===== src/rtl/snp_pkg.sv =====
// Shared types for the snoop response combiner.
package snp_pkg;
    // Captured resolution of one snoop transaction.
    typedef struct packed {
        logic shared;
        logic excl;
        logic err;
    } snp_result_t;
endpackage


===== src/rtl/snp_req_mask.sv =====
// Decodes the requester index into a one-hot exclusion mask.
// Assumes the index is below N_CACHE. Out-of-range values give an empty mask.
module snp_req_mask #(
    parameter int N_CACHE = 4,
    parameter int IDW     = $clog2(N_CACHE)
) (
    input  logic [IDW-1:0]     id_i,
    output logic [N_CACHE-1:0] mask_o
);
    // One comparator per cache position.
    for (genvar g = 0; g < N_CACHE; g++) begin : g_dec
        assign mask_o[g] = (id_i == IDW'(g));
    end
endmodule


===== src/rtl/snp_resp_or.sv =====
// Combinational reduction of per-cache snoop replies with requester masking.
// Produces the shared, exclusive and all-done lines plus a multi-holder error term.
// Assumes mask_in is one-hot or zero. Has no state.
module snp_resp_or #(
    parameter int N_CACHE = 4
) (
    input  logic [N_CACHE-1:0] hit_i,
    input  logic [N_CACHE-1:0] excl_i,
    input  logic [N_CACHE-1:0] done_i,
    input  logic [N_CACHE-1:0] mask_i,
    input  logic               active_i,
    output logic               shared_o,
    output logic               excl_o,
    output logic               done_o,
    output logic               err_o
);
    logic [N_CACHE-1:0] hit_m, excl_m, done_m, hold_m;
    logic [N_CACHE:0]   seen, multi;

    assign hit_m  = hit_i  & ~mask_i;
    assign excl_m = excl_i & ~mask_i;
    assign done_m = done_i |  mask_i;
    assign hold_m = hit_m  |  excl_m;

    assign seen[0]  = 1'b0;
    assign multi[0] = 1'b0;
    // Ripple chain that flags a second holder without a full popcount.
    for (genvar g = 0; g < N_CACHE; g++) begin : g_multi
        assign seen[g+1]  = seen[g]  | hold_m[g];
        assign multi[g+1] = multi[g] | (seen[g] & hold_m[g]);
    end

    assign shared_o = |hit_m;
    assign excl_o   = |excl_m;
    assign done_o   = active_i & (&done_m);
    assign err_o    = (|excl_m) & multi[N_CACHE];
endmodule


===== src/rtl/snp_result_reg.sv =====
// Holds the requester index and the open-transaction flag.
// Captures the result once per transaction. Start takes priority over capture.
module snp_result_reg #(
    parameter int N_CACHE = 4,
    parameter int IDW     = $clog2(N_CACHE)
) (
    input  logic                      clk,
    input  logic                      rst_n,
    input  logic                      start_i,
    input  logic [IDW-1:0]            start_id_i,
    input  logic                      done_i,
    input  snp_pkg::snp_result_t      comb_i,
    output logic [IDW-1:0]            id_o,
    output logic                      active_o,
    output logic                      valid_o,
    output snp_pkg::snp_result_t      res_o
);
    // Transaction bookkeeping and result capture.
    always_ff @(posedge clk) begin
        if (!rst_n) begin
            id_o     <= '0;
            active_o <= 1'b0;
            valid_o  <= 1'b0;
            res_o    <= '0;
        end else begin
            valid_o <= 1'b0;
            if (start_i) begin
                id_o     <= start_id_i;
                active_o <= 1'b1;
                res_o    <= '0;
            end else if (done_i) begin
                active_o <= 1'b0;
                valid_o  <= 1'b1;
                res_o    <= comb_i;
            end
        end
    end
endmodule


===== src/rtl/snoop_combine.sv =====
// Top of the snoop response combiner.
// Bus lines are combinational from the inputs and the registered requester mask.
// The result is registered. N_CACHE must be at least 2.
module snoop_combine #(
    parameter int N_CACHE = 4,
    localparam int IDW    = $clog2(N_CACHE)
) (
    input  logic               clk,
    input  logic               rst_n,
    input  logic               start_i,
    input  logic [IDW-1:0]     start_id_i,
    input  logic [N_CACHE-1:0] snp_hit_i,
    input  logic [N_CACHE-1:0] snp_excl_i,
    input  logic [N_CACHE-1:0] snp_done_i,
    output logic               bus_shared_o,
    output logic               bus_excl_o,
    output logic               bus_done_o,
    output logic               res_valid_o,
    output logic               res_shared_o,
    output logic               res_excl_o,
    output logic               res_err_o
);
    logic [IDW-1:0]       id_q;
    logic                 active_q;
    logic [N_CACHE-1:0]   mask;
    logic                 err_c;
    snp_pkg::snp_result_t comb_res, res_q;

    snp_req_mask #(.N_CACHE(N_CACHE), .IDW(IDW)) u_mask (
        .id_i   (id_q),
        .mask_o (mask)
    );

    snp_resp_or #(.N_CACHE(N_CACHE)) u_or (
        .hit_i    (snp_hit_i),
        .excl_i   (snp_excl_i),
        .done_i   (snp_done_i),
        .mask_i   (mask),
        .active_i (active_q),
        .shared_o (bus_shared_o),
        .excl_o   (bus_excl_o),
        .done_o   (bus_done_o),
        .err_o    (err_c)
    );

    // Bundle the combinational lines for capture.
    always_comb begin
        comb_res.shared = bus_shared_o;
        comb_res.excl   = bus_excl_o;
        comb_res.err    = err_c;
    end

    snp_result_reg #(.N_CACHE(N_CACHE), .IDW(IDW)) u_res (
        .clk        (clk),
        .rst_n      (rst_n),
        .start_i    (start_i),
        .start_id_i (start_id_i),
        .done_i     (bus_done_o),
        .comb_i     (comb_res),
        .id_o       (id_q),
        .active_o   (active_q),
        .valid_o    (res_valid_o),
        .res_o      (res_q)
    );

    assign res_shared_o = res_q.shared;
    assign res_excl_o   = res_q.excl;
    assign res_err_o    = res_q.err;
endmodule


===== config.mk =====
export PLATFORM = sky130hd
export DESIGN_NAME = snoop_combine
export DESIGN_NICKNAME = d
export VERILOG_FILES = /design/src/rtl/snp_pkg.sv /design/src/rtl/snp_req_mask.sv /design/src/rtl/snp_resp_or.sv /design/src/rtl/snp_result_reg.sv /design/src/rtl/snoop_combine.sv
export SDC_FILE = /design/constraint.sdc
export NUM_CORES = 1
export LEC_CHECK = 0
export ABC_CLOCK_PERIOD_IN_PS = 1200
export BUFFER_PORTS_ARGS = -buffer_cell sky130_fd_sc_hd__buf_2
export CORE_MARGIN = 2
export CORE_UTILIZATION = 39
export DETAILED_ROUTE_END_ITERATION = 16
export MAX_ROUTING_LAYER = met4
export PLACE_DENSITY = 0.71
export REMOVE_ABC_BUFFERS = 1
export SLEW_MARGIN = 15
export SYNTH_ARGS = -nofsm -noshare
export SYNTH_HDL_FRONTEND = slang
export SYNTH_SLANG_ARGS = --single-unit
export TNS_END_PERCENT = 20

===== constraint.sdc =====
create_clock -name clk -period 1.2 [get_ports clk]
set_input_delay 0.12 -clock clk [delete_from_list [all_inputs] [get_ports clk]]
set_output_delay 0.12 -clock clk [all_outputs]
set_load 0.005 [all_outputs]

* Yosys cells after proc, flatten, opt, wreduce, memory -nomap -nowiden
Cells that the tools add are included.
Storage, ports and cells: output and inout bits 7, input bits 17, bits in registers 7, logic and storage cells 33
Cells by class: reductions and logical operators 6, equality and inequality tests 3, multiplexer cells 3, bitwise gates (word level) 15
Operators by type and width (count):
- $and A4 B4 Y4 | 2
- $or A4 B4 Y4 | 2
- $reduce_or A4 Y1 | 2
- $and A1 B1 Y1 | 5
- $eq A2 B2 Y1 const B | 2
- $not A4 Y4 | 1
- $or A1 B1 Y1 | 4
- $reduce_and A4 Y1 | 1
- $mux W1 | 3
- $eq A2 B1 Y1 const B | 1
- $logic_not A2 Y1 | 1
- $reduce_bool A2 Y1 | 1
- $reduce_or A2 Y1 | 1
- $not A1 Y1 | 1

* Longest topological paths before layout
word-level depth 9, gate-level depth with buffers 6, mapped depth without buffers 5

* Hierarchy
A second synthesis with hierarchy kept.
Unflattened totals: cells, all modules 50, area, all modules 402.9 um^2
By module, submodules not included:
- snp_result_reg | seq. area each 140.1 um^2, instances 1, cells an instance 23, area an instance 249.0 um^2
- snp_resp_or | seq. area each 0.0 um^2, instances 1, cells an instance 23, area an instance 127.6 um^2
- snp_req_mask | seq. area each 0.0 um^2, instances 1, cells an instance 4, area an instance 26.3 um^2

* Least setup slack after synthesis
No wires, ideal clock.
path kind flip-flop to flip-flop, start point register u_res.id_o[0], end point register u_res.res_o[2] in the netlist's numbering, stages on the path, launching flop included 7, arrival time 1.259 ns, setup time 0.120 ns, period minus slack after synthesis 1.379 ns, path buffers 1, required time 1.080 ns, slack -0.179 ns, cell sequence dfxtp_1 buf_6 mux2_4 o32a_1 a2bb2oi_2 nand2_2 a21oi_2
Between the ends: word-level cells in the longest chain between the ends 4, elaborated cells between the ends (all ways) 10, classes of those cells 3 x eq/ne; 4 x bitwise; 3 x reduce/logical
RTL lines:
- from (decl) | line snp_result_reg.sv:13 | output logic [IDW-1:0] id_o,
- from (signal assigned) | line snp_result_reg.sv:28 | id_o <= start_id_i;
- $eq A2 B1 Y1, or another cell as far along | line snp_req_mask.sv:12 | assign mask_o[g] = (id_i == IDW'(g));
- $not A4 Y4 (*) | line snp_resp_or.sv:20 | assign hit_m = hit_i & ~mask_i;
- $and A4 B4 Y4 (*) | line snp_resp_or.sv:20
- $reduce_or A4 Y1 (*) | line snp_resp_or.sv:33 | assign shared_o = |hit_m;
- named net bus_shared_o | line snoop_combine.sv:15 | output logic bus_shared_o,
- to (signal assigned) | line snp_result_reg.sv:34 | res_o <= comb_i;
- to (decl) | line snp_result_reg.sv:16 | output snp_pkg::snp_result_t res_o
Mark *: on every way through the listed nets, which the timed path passes. The rest lies on a longest branch. A chain may end at the register's enable or synchronous reset.

* Worst setup path in the final report
start point register u_res.id_o[0], end point output port bus_shared_o
Between the ends: word-level cells in the longest chain between the ends 4, elaborated cells between the ends (all ways) 7, classes of those cells 3 x eq/ne; 2 x bitwise; 2 x reduce/logical
RTL lines (line):
- $eq A2 B1 Y1, or another cell as far along | snp_req_mask.sv:12
- $not A4 Y4 (*) | snp_resp_or.sv:20
- $and A4 B4 Y4 (*) | snp_resp_or.sv:20
- $reduce_or A4 Y1 (*) | snp_resp_or.sv:33
- to (decl) | snoop_combine.sv:15
Mark *: on every way between the ends. The rest lies on a longest branch, timed or not.

==> results.sh <==
export IMPL_layout_nets=118
export IMPL_syn_cell_area_um2=523
export IMPL_gpl_final_weighted_congestion=0.861
export IMPL_failing_checks="negative setup slack"
export IMPL_dpl_cell_area_um2=713
export IMPL_synthesis_yosys_warnings=0
export IMPL_worstPathMaxFanout=3
export IMPL_buffer_ports_inserted=23
export IMPL_cpMaxStageDelayCell="sky130_fd_sc_hd__dfxtp_2"
export IMPL_syn2layout_area_growth_pct=52.2
export IMPL_share_of_layout_cells_above_drive_strength_1=0.530
export IMPL_clk_transition_reported_paths_ns=0.05
export IMPL_max_stage_delay_ns=0.35
export IMPL_detailroute_via_count=634
export IMPL_cts_htree_levels=1
export IMPL_synth_seq_cells=7
export IMPL_synth_sequential_area_ratio=0.268
export IMPL_skew_ns=0.00396
export IMPL_clock_latency_ns=0.25
export IMPL_grt_setup_unrepaired="true"
export IMPL_crit_buf_inv=1
export IMPL_vias_per_cell=5.51
export IMPL_yosys_area_share_xor_xnor=0
export IMPL_grt_total_usage=0.218
export IMPL_cp_start_kind="register"
export IMPL_worst_ep_required_time_ns=1.08
export IMPL_yosys_area_top_type="sky130_fd_sc_hd__dfxtp_1"
export IMPL_vias_in_the_first_global_route=602
export IMPL_grt_antenna_before_repair=0
export IMPL_intPower_uw=469
export IMPL_initial_utilization=0.412
export IMPL_final_max_slew_violation_count=0
export IMPL_clock_tree_from_tritoncts="done"
export IMPL_synth_top_cells_by_area="sky130_fd_sc_hd__dfxtp_1, sky130_fd_sc_hd__o22ai_1, sky130_fd_sc_hd__mux2i_1"
export IMPL_synth_compound_gate_area_share=0.278
export IMPL_combPwrFrac=0.292
export IMPL_cp_end_kind="output pin"
export IMPL_finish_instance_area_um2=796
export IMPL_holdBufCountCts=0
export IMPL_clock_tree_buffer_depth=2
export IMPL_timing_worst_slew_pin_value_ns=0.322
export IMPL_post_route_min_period_ns=1.58
export IMPL_power_sequential_fraction=0.387
export IMPL_dp_final_hpwl_mm=1.10
export IMPL_final_setup_viol_count=8
export IMPL_syn_inst=63
export IMPL_route_detailed_wl_per_inst_um=12.4
export IMPL_synthTopCellsByCount="sky130_fd_sc_hd__dfxtp_1, sky130_fd_sc_hd__nand2_1, sky130_fd_sc_hd__o22ai_1"
export IMPL_hold_viol=0
export IMPL_fin_worst_setup_slack_ns=-0.375
export IMPL_grt_max_degree=7
export IMPL_dominant_combinational_cell_family_by_area_after_synthesis="simple AND/OR/NAND/NOR gates"
export IMPL_final_antenna_net_count=0
export IMPL_drt_pass1_iter_count=4
export IMPL_n_fill_cell=122
export IMPL_design_portCount=24
export IMPL_timing_worst_setup_path_type="register to output pin"
export IMPL_core_area_mm2=0.00127
export IMPL_area_used_by_multi_input_combinational_logic_um2=392
export IMPL_route_detailed_drc=0
export IMPL_share_clk_of_total_power=0.321
export IMPL_cts_sinks=7
export IMPL_num_antenna_cells=0
export IMPL_synth_adder_area_share=0
export IMPL_max_clock_freq_ghz=0.635
export IMPL_syn_area_per_cell_um2=8.30
export IMPL_synth_enable_flop_cells=0
export IMPL_p_leak_uw=0.000335
export IMPL_netlist_area_leader_share=0.268
export IMPL_power_share_switching=0.274
export IMPL_routed_wirelength_mm=1.43
export IMPL_clock_root_buffer="sky130_fd_sc_hd__clkbuf_4"
export IMPL_holdCritPathClass="input pin to register"
export IMPL_async_flop_share=0
export IMPL_post_route_util=0.627
export IMPL_dominantRegCellSynth="sky130_fd_sc_hd__dfxtp_1"
export IMPL_yosys_cell_types_count=31
export IMPL_cts_buffers=3
export IMPL_post_synth_top_count_cell="sky130_fd_sc_hd__dfxtp_1"
export IMPL_dieArea_mm2=0.00165
export IMPL_cap_violations=0
export IMPL_synth_simple_gate_area_share=0.289
export IMPL_chipHeight_um=40.6
export IMPL_ir_worst_vdd_mv=0.676
export IMPL_arrival_ns=1.46
export IMPL_die_width_um=40.6
export IMPL_synth_mux_area_fraction=0.108
export IMPL_cellPowerDensity_mw_per_mm2=812
export IMPL_placement_rows=13
export IMPL_path_cells="mux2_4, o32a_1, a2bb2oi_2, buf_2"
export IMPL_fin_crit_sh=1.31
export IMPL_final_seq_area_um2=143
export IMPL_path_delay_family="compound AO/OA/AOI/OAI gates"
export IMPL_grt_ovfl_total=0
export IMPL_detail_route_iter0_violations=7
export IMPL_grt_pass1_wl_mm=2.35
export IMPL_netsw_uw=177
export IMPL_run_status="finished with violations"
export IMPL_maxSlewHeadroom=0.783
==> layout by cell type (no fill, tap or decap), types with 2 or more instances in the layout <==
cell	count
sky130_fd_sc_hd__o32ai_2	2
sky130_fd_sc_hd__nand2_1	5
sky130_fd_sc_hd__a21oi_1	4
sky130_fd_sc_hd__buf_4	12
sky130_fd_sc_hd__or2_2	2
sky130_fd_sc_hd__o22ai_1	5
sky130_fd_sc_hd__nor2b_1	3
sky130_fd_sc_hd__clkbuf_4	3
sky130_fd_sc_hd__o21ai_0	3
sky130_fd_sc_hd__buf_2	23
sky130_fd_sc_hd__nor2_1	4
sky130_fd_sc_hd__dfxtp_2	2
sky130_fd_sc_hd__inv_1	3
sky130_fd_sc_hd__dfxtp_1	5
sky130_fd_sc_hd__mux2i_1	2
sky130_fd_sc_hd__nand3_1	2
sky130_fd_sc_hd__nand4_1	2
==> final timing paths <==
check | slack (ns) | from | cells past startpoint | endpoint
setup reg to reg | -0.14 | u_res.id_o[0] | 5 | u_res.res_o[0]
hold reg to reg | 0.48 | u_res.res_o[1] | 2 | u_res.res_o[1]
hold / removal | 0.13 | rst_n | 2 | u_res.id_o[1]
setup / recovery | -0.38 | u_res.id_o[0] | 4 | bus_shared_o
==> cells by family (layout without fill, tap and decap cells) <==
| group | count (synthesis) | in the layout |
|---|---|---|
| AOI/OAI and AO/OA | 20 | 20 |
| buffers and inverters | 5 | 42 |
| DFF | 7 | 7 |
| muxes | 5 | 5 |
| and+or+nand+nor | 26 | 26 |
==> repair_timing <==
| item | in CTS | in global routing |
|---|---|---|
| pin swaps | 1 | 1 |
| endpoints found under the setup margin | 8 | 8 |
| setup buffers | 0 | 2 |
| gates resized for setup | 6 | 1 |
==> worst register-to-register path, delay by kind of cell (launching register included) <==
| family | cells | cell delay [ns] |
|---|---|---|
| compound gates | 2 | 0.45 |
| buf+inv | 1 | 0.15 |
| flops | 1 | 0.35 |
| simple gates | 1 | 0.07 |
| mux | 1 | 0.23 |
==> power groups by stage <==
stage	sequential, uW	combinational (uW)	clock, uW
final	250	188	207
after global routing	251	205	234
after CTS	250	182	218
after detailed placement	254	171	0
after global placement	253	168	0
after floorplan	257	76.4	0
==> sequential cells by signal (all words and copies together) (netlist names) <==
register / flops
u_res.valid_o: 1
u_res.active_o: 1
u_res.res_o: 3
u_res.id_o: 2
==> layer usage <==
| metal | part of all wire | vias up | global-route usage |
|---|---|---|---|
| met5 | 0 | - | - |
| met4 | 0.021 | 0 | 0.117 |
| met3 | 0.043 | 6 | 0.0217 |
| met2 | 0.52 | 21 | 0.401 |
| met1 | 0.41 | 293 | 0.225 |
| li1 | - | 314 | - |
==> final cells by class <==
| class | count | area share |
|---|---|---|
| Multi-Input combinational cell | 51 | 0.492 |
| Timing Repair Buffer | 35 | 0.258 |
| Sequential cell | 7 | 0.179 |
| Clock buffer | 4 | 0.0330 |
| Tap cell | 15 | 0.0236 |
| Inverter | 3 | 0.0142 |
==> per-stage QoR <==
step / worst slack (ns) / cells / setup TNS, ns / hold WS [ns] / power [uW]
2_1_floorplan: -0.277 / 61 / -0.836 / 0.248 / 334
3_3_place_gp: -0.156 / 109 / -0.961 / 0.368 / 422
3_5_place_dp: -0.195 / 109 / -1.07 / 0.376 / 425
4_1_cts: -0.389 / 113 / -1.61 / 0.124 / 650
5_1_grt: -0.431 / 115 / -2.24 / 0.146 / 690
6_report: -0.375 / 115 / -1.60 / 0.129 / 646
Note: power is estimated with default switching activity, not from simulation.
